### config.mk
export PLATFORM = sky130hd
export DESIGN_NAME = tp_sequencer
export DESIGN_NICKNAME = d
export VERILOG_FILES = /design/src/rtl/tps_pkg.sv /design/src/rtl/tps_pulse_ctr.sv /design/src/rtl/tps_mode_fsm.sv /design/src/rtl/tps_decode.sv /design/src/rtl/tp_sequencer.sv
export SDC_FILE = /design/constraint.sdc
export NUM_CORES = 1
export LEC_CHECK = 0
export ABC_AREA = 1
export BUFFER_PORTS_ARGS = -buffer_cell sky130_fd_sc_hd__buf_4
export CORE_MARGIN = 8
export CORE_UTILIZATION = 46
export CTS_CLUSTER_SIZE = 24
export DETAILED_ROUTE_END_ITERATION = 10
export GPL_TIMING_DRIVEN = 0
export PLACE_DENSITY = 0.87
export RECOVER_POWER = 100
export SLEW_MARGIN = 20
export SYNTH_ARGS = -nofsm -noshare
export SYNTH_HDL_FRONTEND = slang
export SYNTH_SLANG_ARGS = --single-unit
export TNS_END_PERCENT = 100
### constraint.sdc
create_clock -name clk -period 3.25 [get_ports clk]
set_clock_uncertainty 0.1 [all_clocks]
set_input_delay 0.325 -clock clk [delete_from_list [all_inputs] [get_ports clk]]
set_output_delay 0.325 -clock clk [all_outputs]
set_load 0.005 [all_outputs]
### src/rtl/tps_pkg.sv
package tps_pkg;

  typedef enum logic [2:0] {
    M_IDLE  = 3'd0,
    M_PULSE = 3'd1,
    M_SWREL = 3'd2,
    M_WAIT  = 3'd3,
    M_STBY  = 3'd4
  } mode_e;

  // Destination after the final pulse: breakpoint over standby over free run.
  function automatic mode_e last_pulse_exit(input logic bkpt, input logic stby,
                                            input logic free);
    if (bkpt)      return M_SWREL;
    else if (stby) return M_STBY;
    else if (free) return M_PULSE;
    else           return M_SWREL;
  endfunction

  // Numeric code: 0 idle, 1..n pulses, then switch release, wait, standby.
  function automatic int unsigned code_of(input mode_e m, input int unsigned idx,
                                          input int unsigned n);
    case (m)
      M_PULSE: return idx + 1;
      M_SWREL: return n + 1;
      M_WAIT:  return n + 2;
      M_STBY:  return n + 3;
      default: return 0;
    endcase
  endfunction

endpackage

### src/rtl/tps_pulse_ctr.sv
module tps_pulse_ctr #(
  parameter int NUM_PULSES = 12,
  localparam int IDX_W = $clog2(NUM_PULSES)
) (
  input  logic             clk,
  input  logic             rst,
  input  logic             enter_first,
  input  logic             step,
  output logic [IDX_W-1:0] idx,
  output logic             is_last
);

  localparam logic [IDX_W-1:0] LAST_IDX = IDX_W'(NUM_PULSES - 1);

  always_ff @(posedge clk) begin
    if (rst)              idx <= '0;
    else if (enter_first) idx <= '0;
    else if (step)        idx <= idx + 1'b1;
  end

  assign is_last = (idx == LAST_IDX);

endmodule

### src/rtl/tps_mode_fsm.sv
module tps_mode_fsm
  import tps_pkg::*;
(
  input  logic  clk,
  input  logic  rst,
  input  logic  p1_en,
  input  logic  start_i,
  input  logic  run_i,
  input  logic  bkpt_i,
  input  logic  stby_sw_i,
  input  logic  free_run_i,
  input  logic  sw_rel_i,
  input  logic  is_last,
  output mode_e mode,
  output logic  enter_first,
  output logic  step
);

  mode_e mode_nxt;

  always_comb begin
    mode_nxt    = mode;
    enter_first = 1'b0;
    step        = 1'b0;
    if (p1_en) begin
      case (mode)
        M_IDLE: if (start_i) begin
          mode_nxt    = M_PULSE;
          enter_first = 1'b1;
        end
        M_PULSE: begin
          if (!is_last) begin
            step = 1'b1;
          end else begin
            mode_nxt    = last_pulse_exit(bkpt_i, stby_sw_i, free_run_i);
            enter_first = (mode_nxt == M_PULSE);
          end
        end
        M_SWREL: if (sw_rel_i) mode_nxt = M_WAIT;
        M_WAIT: if (run_i) begin
          mode_nxt    = M_PULSE;
          enter_first = 1'b1;
        end
        M_STBY: if (!stby_sw_i) mode_nxt = M_IDLE;
        default: mode_nxt = M_IDLE;
      endcase
    end
  end

  always_ff @(posedge clk) begin
    if (rst) mode <= M_IDLE;
    else     mode <= mode_nxt;
  end

endmodule

### src/rtl/tps_decode.sv
module tps_decode
  import tps_pkg::*;
#(
  parameter int NUM_PULSES = 12,
  localparam int IDX_W  = $clog2(NUM_PULSES),
  localparam int CODE_W = $clog2(NUM_PULSES + 4)
) (
  input  mode_e             mode,
  input  logic [IDX_W-1:0]  idx,
  output logic [NUM_PULSES-1:0] tp_o,
  output logic [CODE_W-1:0] code_o,
  output logic              wait_o,
  output logic              stby_o
);

  for (genvar i = 0; i < NUM_PULSES; i++) begin : g_tp
    assign tp_o[i] = (mode == M_PULSE) && (idx == IDX_W'(i));
  end

  assign code_o = CODE_W'(code_of(mode, int'(idx), NUM_PULSES));
  assign wait_o = (mode == M_WAIT);
  assign stby_o = (mode == M_STBY);

endmodule

### src/rtl/tp_sequencer.sv
module tp_sequencer
  import tps_pkg::*;
#(
  parameter int NUM_PULSES = 12,
  localparam int IDX_W  = $clog2(NUM_PULSES),
  localparam int CODE_W = $clog2(NUM_PULSES + 4)
) (
  input  logic                  clk,
  input  logic                  rst,
  input  logic                  p1_en,
  input  logic                  start_i,
  input  logic                  run_i,
  input  logic                  bkpt_i,
  input  logic                  stby_sw_i,
  input  logic                  free_run_i,
  input  logic                  sw_rel_i,
  output logic [NUM_PULSES-1:0] tp_o,
  output logic [CODE_W-1:0]     code_o,
  output logic                  wait_o,
  output logic                  stby_o
);

  mode_e            mode;
  logic [IDX_W-1:0] idx;
  logic             is_last;
  logic             enter_first;
  logic             step;

  tps_mode_fsm u_fsm (
    .clk        (clk),
    .rst        (rst),
    .p1_en      (p1_en),
    .start_i    (start_i),
    .run_i      (run_i),
    .bkpt_i     (bkpt_i),
    .stby_sw_i  (stby_sw_i),
    .free_run_i (free_run_i),
    .sw_rel_i   (sw_rel_i),
    .is_last    (is_last),
    .mode       (mode),
    .enter_first(enter_first),
    .step       (step)
  );

  tps_pulse_ctr #(.NUM_PULSES(NUM_PULSES)) u_ctr (
    .clk        (clk),
    .rst        (rst),
    .enter_first(enter_first),
    .step       (step),
    .idx        (idx),
    .is_last    (is_last)
  );

  tps_decode #(.NUM_PULSES(NUM_PULSES)) u_dec (
    .mode  (mode),
    .idx   (idx),
    .tp_o  (tp_o),
    .code_o(code_o),
    .wait_o(wait_o),
    .stby_o(stby_o)
  );

endmodule

; ---- Yosys cells after proc, flatten, opt, wreduce, memory -nomap -nowiden
; Index checks and enable logic that the tools add are counted.
[op_classes]
addsub = 2
eq_ne = 21
mux = 21
n_reduce_logical = 16
[ops]
columns = operator, count
row1 = 2-to-1 mux 3 bit, 10
row2 = "equality test 4 x 3 -> 1 bit, second input constant", 4
row3 = "equality test 4 bit, second input constant", 4
row4 = case mux 4 bit (4 select lines), 1
row5 = case mux 3 bit (5 select lines), 1
row6 = logical AND 1 bit, 12
row7 = "inequality test 2 bit, second input constant", 5
row8 = "adder 4 x 1 -> 4 bit, second input constant", 2
row9 = "equality test 4 x 2 -> 1 bit, second input constant", 2
row10 = 2-to-1 mux 1 bit, 7
row11 = "equality test 3 x 1 -> 1 bit, second input constant", 2
row12 = "equality test 3 x 2 -> 1 bit, second input constant", 2
row13 = AND reduction 6 bit, 1
row14 = "equality test 4 x 1 -> 1 bit, second input constant", 1
row15 = logical NOT 4 bit, 1
row16 = "equality test 3 bit, second input constant", 1
row17 = logical NOT 3 bit, 1
row18 = case mux 1 bit (3 select lines), 1
row19 = 2-to-1 mux 2 bit, 1
row20 = OR reduction 2 bit, 1
[totals]
register_bits = 7
inputBits = 9
output_inout_bits = 18
word_cells = 62

; ---- Longest topological paths before layout
; Gate-level depths: netlist of run 1.
[depth]
ltp_word = 11
mapped_depth = 9
ltp_nobuf = 9

; ---- By module
; A second synthesis of run 1 with hierarchy kept.
[hier_totals]
cells_unflattened = 140
hier_area_um2 = 815.8
[modules_own_cells]
columns = module, n_inst, cells_per_inst, area_per_inst_um2, seq_area_each_um2
row1 = tps_mode_fsm, 1, 62, 361.6, 60.1
row2 = tps_decode, 1, 54, 280.3, 0.0
row3 = tps_pulse_ctr, 1, 24, 173.9, 80.1

; ---- Worst setup path before layout of run 1
; Ideal clock, no wire load.
[synth_timing]
kind = register -> output
from = reg u_ctr.idx[0]
to = out code_o[1]
arrival_time_ps = 1101
t_required_ps = 2825
setup_slack_ps = 1724
path_stages_with_launch = 4
n_path_buf = 0
cell_sequence = dfxtp_1 -> inv_1 -> ha_1 -> a211o_2
[synth_via]
elab_chain_cells = 2
[synth_rtl]
columns = element, line
row1 = "start, declared", tps_pulse_ctr.sv:9  ; output logic [IDX_W-1:0] idx,
row2 = "start signal, assigned", tps_pulse_ctr.sv:18  ; else if (step) idx <= idx + 1'b1;
row3 = adder 4 x 1 -> 4 bit, tps_pkg.sv:24  ; M_PULSE: return idx + 1;
row4 = case mux 4 bit (4 select lines), tps_pkg.sv:23  ; case (m)
row5 = "end, declared", tp_sequencer.sv:18  ; output logic [CODE_W-1:0] code_o,
; No other way between the ends.

; ---- Final worst setup path of run 1
[layout_timing]
from = reg u_fsm.mode[2]
to = out code_o[0]
[layout_via]
elab_chain_cells = 2
word_cells_on_any_way = 5
classes_between = 4 x eq/ne / 1 x mux
[layout_rtl]
columns = element, line
row1 = "start, declared", tps_mode_fsm.sv:14  ; output mode_e mode,
row2 = "start signal, assigned", tps_mode_fsm.sv:52  ; else mode <= mode_nxt;
row3 = "equality test 3 bit, or another cell as far along", tps_pkg.sv:23
row4 = case mux 4 bit (4 select lines) *, tps_pkg.sv:23
; Every way passes the cells marked *; elsewhere a longest branch is shown, timed or not.

==> results of run 1 <==
-- state kept, by name (all words and copies together) (netlist names) --
signal / count
u_ctr.idx: 4
u_fsm.mode: 3
-- area by class of cell --
type,count,area [sq um]
clock buffer,4,26.3
multi-input combinational,88,445
inverter,21,78.8
tap,16,20.0
sequential,7,140
fill,147,566
timing repair buffer,26,191
buffer,1,3.75
-- worst max-delay path by stage --
stage / endpoint / slack [ps] / cells after the start
2_1_floorplan: code_o[1] / 1720 / 3
3_3_place_gp: code_o[1] / 1500 / 4
3_5_place_dp: code_o[1] / 1470 / 4
4_1_cts: code_o[1] / 1200 / 4
5_1_grt: code_o[0] / 950 / 5
6_report: code_o[0] / 1100 / 5
-- worst max-delay path, cell delays in order, from the launching register on --
cell,delay [ps]
dfxtp_1,450
inv_1,140
nand3_1,260
clkbuf_1,350
o21bai_1,130
clkbuf_4,150
-- cell usage in the layout, fill, tap and decap left out, drive strengths merged, types with 3 or more instances in the layout --
cell type / instances
ha: 4
a21oi: 4
o21ai: 3
xor2: 3
inv: 21
nor3: 13
nand2: 27
nor2: 19
buf: 20
nand3: 12
dfxtp: 7
clkbuf: 11
-- per-layer routing --
metal / global-route usage, % / vias to the layer above / wire (um)
met2: 22.8 / 28 / 874
met4: 7.60 / 0 / 9
met1: 14.9 / 358 / 751
li1: - / 425 / -
met5: 0 / - / 0
met3: 2.14 / 2 / 169
-- logic make-up after synthesis --
logic type / count (synthesis) / share of synthesized area [%]
flops: 7 / 20.0
buf+inv: 22 / 12.0
compound gates: 9 / 7.51
simple gates: 72 / 49.6
fa+ha+maj: 4 / 7.16
xor+xnor: 3 / 3.76
-- stage by stage --
| stage | cell area, sq um | power, mW | cells | hold slack, ps |
|---|---|---|---|---|
| finish | 906 | 0.397 | 163 | 255 |
| global route | 906 | 0.437 | 163 | 271 |
| CTS | 941 | 0.422 | 163 | 256 |
| detailed placement | 915 | 0.343 | 159 | 478 |
| global placement | 915 | 0.336 | 159 | 458 |
| floorplan | 699 | 0.259 | 117 | 415 |
-- synthesized netlist by cell type, drive strengths merged --
cell type / instances / area share (%)
dfxtp: 7 / 20
inv: 21 / 11
nand2: 27 / 16
or2: 1 / 0.90
xor2: 3 / 3.8
buf: 1 / 0.71
o21ai: 3 / 2.1
ha: 4 / 7.2
nor2: 19 / 13
nand3: 12 / 10
nor3: 13 / 10
a21oi: 4 / 2.9
a211o: 1 / 1.4
o21bai: 1 / 1.1
-- power groups by stage --
stage	Sequential [mW]	Clock (mW)	Combinational (mW)
after floorplan	0.116	0	0.143
after global placement	0.120	0	0.216
after detailed placement	0.121	0	0.222
after CTS	0.119	0.0793	0.223
after global routing	0.119	0.0852	0.233
final	0.117	0.0755	0.204
==> impl_results.md, run 1 <==
* Largest net degree at the start of global routing at 11
* Pre-antenna DRT Iters at 5
* P_sw at 0.163 mW
* Die footprint at 3020 sq um
* Layout cells sized above 1 at 23.1%
* Vias in the first global route at 783
* Initial antenna violation count at 0
* Worst-path maximum fanout at 10
* Slew @ Worst Pin at 363 ps
* Critical setup path kind: flip-flop to output pin
* R2r setup slk at 1550 ps
* Final setup margin at 1100 ps
* Min-delay src: rst
* Hold Fails Final Rpt at 0
* TritonCTS clock tree: built
* Setup_tns at 0 ps
* Post-Syn Area at 699 sq um
* CP required at 2820 ps
* Synth Warn # at 0
* Minimum clock period at 2150 ps
* Seq pwr share at 29.4%
* Final Cycle Share at 66.1%
* Initial DRC count at 11
* GPL Wtd Cong at 0.809
* Fmax at 0.466 GHz
* Core ar. at 1470 sq um
* WL per Instance at 11.1 um
* Final core occ at 61.6%
* Pint at 0.233 mW
* Skew-Pair Late Insertion Delay at 240 ps
* Yosys cell types at 20
* R2R cell count at 8
* DP Wirelength at 1560 um
* PortBufs at 26
* RSZ-0062 raised after global routing: false
* Sequential fraction of the synthesis area at 20.0%
* CTS resizes at 0
* Hold Path Stages at 4
* Tot GR Track Use at 13.2%
* Final setup fails at 0
* Vias/cell at 4.99
* RR Endpoint: u_fsm.mode[1]
* Gr ovfl total at 0
* Diode count at 0
* Worst-path clk slew at 50 ps
* Max_cap viols at 0
* Min-Delay Path Class: primary input to flip-flop
* Initial Util at 47.5%
* Power density over cell area at 438 nW/um^2
* Dpl ws at 1470 ps
* Flops & latches, synth at 7
* Syn_nets at 130
* CP endpoint kind: output pin
* FP Rows at 14
* Gate power share at 51.6%
* Worst setup startpoint: u_fsm.mode[2]
* Critical path data arrival time at 1720 ps
* Chip Width at 55.0 um
* Clock sinks at 7
* Hold EP: u_fsm.mode[0]
* Vias at 813
* Htree depth at 1
* Power share of the clock group at 19.0%
* Total Routed Length at 1810 um
* First-pass GRT wire length at 3060 um
* Mapped Cells at 117
* Syn avg cell area at 5.98 sq um
* Slew Limit Headroom at 75.8%
* Reg2reg start: u_ctr.idx[0]
* Pleak at 0.476 nW
* Inserted Clock Buffers at 3
* # nets final at 161
* CTS Hold Bufs at 0
* Root Buffer: clkbuf_4
* Max-slew violations at 0
* Setup crit start kind: flip-flop
* Max VDD drop at 0.314 mV
* Die Height at 55.0 um
* DRC errors left at 0
* I/O pins at 27
* Status: completed
* Post-route ant nets at 0
* Synthesis-to-finish area growth at 29.5%
* Clock buffer depth at 2
* Sw Share at 41.2%
* Post-CTS setup buffer count at 0
(Power assumes the default switching activity.)
==> run 2, diff against run 1 <==
Settings changed: CORE_UTILIZATION 46 to 42, PLACE_DENSITY 0.87 to 0.84.
Clock period 3.25 ns to 1.8 ns, I/O delays scaled along.
==> impl_results.md, run 2 (synthesis gave the netlist of run 1 again) <==
* Leading cell type in the layout, fill and taps excluded: nand2_1
* Power density over cell area at 793 nW/um^2 (+81%)
* Slew Limit Headroom at 77.8% (+2.0 points)
* Largest registers: u_ctr.idx: 4 flops, u_fsm.mode: 3 flops
* Number of flip-flops in the largest register at 4 (unchanged)
* Max-slew violations at 0 (unchanged)
* CP endpoint kind: output pin
* CP required at 1520 ps (-1300 ps)
* RR Endpoint: u_fsm.mode[1]
* Power share of the clock group at 18.0% (-1.0 points)
* Hold EP: u_fsm.mode[0]
* Commonest cells after routing, fill and taps aside: nand2_1 (25), buf_4 (23), inv_1 (18), nor2_1 (16)
* Core ar. at 1540 sq um (+4.8%)
* Synthesis-to-finish area growth at 36.7%
* Initial Util at 45.4% (-2.2 points)
* Clock sinks at 7 (unchanged)
* Tot GR Track Use at 12.0% (-1.2 points)
* Reg with most FFs: u_ctr.idx
* R2r setup slk at 170 ps (-1380 ps)
* Pint at 0.443 mW (+90%)
* RSZ-0062 raised after global routing: false
* DP Wirelength at 1560 um (-0.22%)
* Pre-antenna DRT Iters at 4 (-1)
* Fillers at 160 (+8.8%)
* Chip Width at 56.8 um (+3.3%)
* Total Routed Length at 1820 um (+1.0%)
* Clock buffer depth at 2 (unchanged)
* Initial DRC count at 17 (+6)
* GPL Wtd Cong at 0.871 (+7.7%)
* Minimum clock period at 1690 ps
* Final Cycle Share at 93.9%
* Seq pwr share at 28.8% (-0.6 points)
* Max_cap viols at 0 (unchanged)
* # nets final at 161 (unchanged)
* Worst-path clk slew at 50 ps (about the same)
* Worst-path maximum fanout at 6 (-4)
* Hold Path Stages at 4 (unchanged)
* Hold Fails Final Rpt at 0 (unchanged)
* Worst setup startpoint: u_ctr.idx[0]
* Critical setup path kind: flip-flop to output pin
* First-pass GRT wire length at 3270 um (+6.8%)
* P_sw at 0.315 mW (+92%)
* Reg2reg start: u_ctr.idx[0]
* Vias in the first global route at 807 (+3.1%)
* Min-delay src: rst
* Critical path data arrival time at 1410 ps (-310 ps)
* WL per Instance at 11.2 um (+1.0%)
* Root Buffer: clkbuf_4
* Min-Delay Path Class: primary input to flip-flop
* Post-route ant nets at 0 (unchanged)
* Layout cells sized above 1 at 32.0% (+8.8 points)
* Diode count at 0 (unchanged)
* Final setup fails at 0 (unchanged)
* PortBufs at 26 (unchanged)
* Max VDD drop at 0.519 mV (+65%)
* Vias at 820 (+0.86%)
* Sw Share at 41.5% (+0.30 points)
* Initial antenna violation count at 0 (unchanged)
* Skew-Pair Late Insertion Delay at 250 ps (about the same)
* Inserted Clock Buffers at 3 (unchanged)
* TritonCTS clock tree: built
* Setup crit start kind: flip-flop
* Fin cells at 163 (unchanged)
* Die footprint at 3230 sq um (+6.7%)
* DRC errors left at 0 (unchanged)
* Gate power share at 53.2% (+1.6 points)
* Gr ovfl total at 0 (unchanged)
* Die Height at 56.8 um (+3.3%)
* Fmax at 0.592 GHz
* Setup_tns at 0 ps (unchanged)
* Slew @ Worst Pin at 332 ps (-30.6 ps)
* Status: completed
* Post-CTS setup buffer count at 0 (unchanged)
* Pleak at 0.490 nW (+2.9%)
* Vias/cell at 5.03 (+0.86%)
* R2R cell count at 8 (unchanged)
* FP Rows at 14 (unchanged)
* Htree depth at 1 (unchanged)
* Inst Count DP at 159 (unchanged)
* I/O pins at 27 (unchanged)
* Largest net degree at the start of global routing at 11 (unchanged)
[run 2: per-stage QoR]
stage               cell area, sq um  worst slack [ps]  hold slack [ps]  power [mW]  util, %
floorplan                        699               373              270       0.468        -
global placement                 915               194              370       0.606     59.3
detailed placement               915               179              382       0.621     59.3
CTS                              943              5.01              106       0.766     61.2
global route                     956              12.2              127       0.833     62.0
finish                           956               111              103       0.758     62.0
[run 2: timing repair]
| item | in CTS | in global routing |
|---|---|---|
| hold buffers | 0 | 0 |
| endpoints found under the setup margin | 4 | 4 |
| hold endpoints to repair | 0 | 0 |
| resized for setup | 2 | 8 |
[run 2: cell type report]
type | instances | area, sq um | share of cell area (%)
inverters | 21 | 78.8 | 8.25
clock buffers | 4 | 26.3 | 2.75
multi-input cells | 88 | 480 | 50.3
plain buffers | 1 | 5.00 | 0.524
well taps | 16 | 20.0 | 2.09
repair buffers | 26 | 195 | 20.4
flip-flops and latches | 7 | 150 | 15.7
[run 2: critical path: stages (launching register included)]
cell and delay [ps]:
dfxtp_4 370, inv_1 80, ha_4 240, a211o_2 320, buf_4 130
[run 2: how the worst max path moves through the flow]
| stage | cells after the start | slack, ps | end |
|---|---|---|---|
| after global placement | 4 | 190 | code_o[1] |
| final | 4 | 110 | code_o[1] |
| after floorplan | 8 | 370 | u_fsm.mode[0] |
| after global routing | 5 | 10 | tp_o[10] |
| after detailed placement | 7 | 180 | code_o[3] |
| after CTS | 4 | 5 | code_o[1] |
[run 2: per-layer routing]
layer | wire (um) | GRT usage [%] | vias to the layer above
met5 | 0 | 0 | -
met4 | 44 | 6.04 | 0
met3 | 177 | 3.15 | 5
met2 | 813 | 19.6 | 38
met1 | 787 | 13.9 | 346
li1 | - | - | 431
[run 2: power by group through the flow]
stage,Sequential (mW),Combinational [mW],Clock [mW]
after floorplan,0.210,0.258,0
after global placement,0.216,0.390,0
after detailed placement,0.216,0.405,0
after CTS,0.215,0.407,0.144
after global routing,0.224,0.459,0.150
final,0.218,0.403,0.136
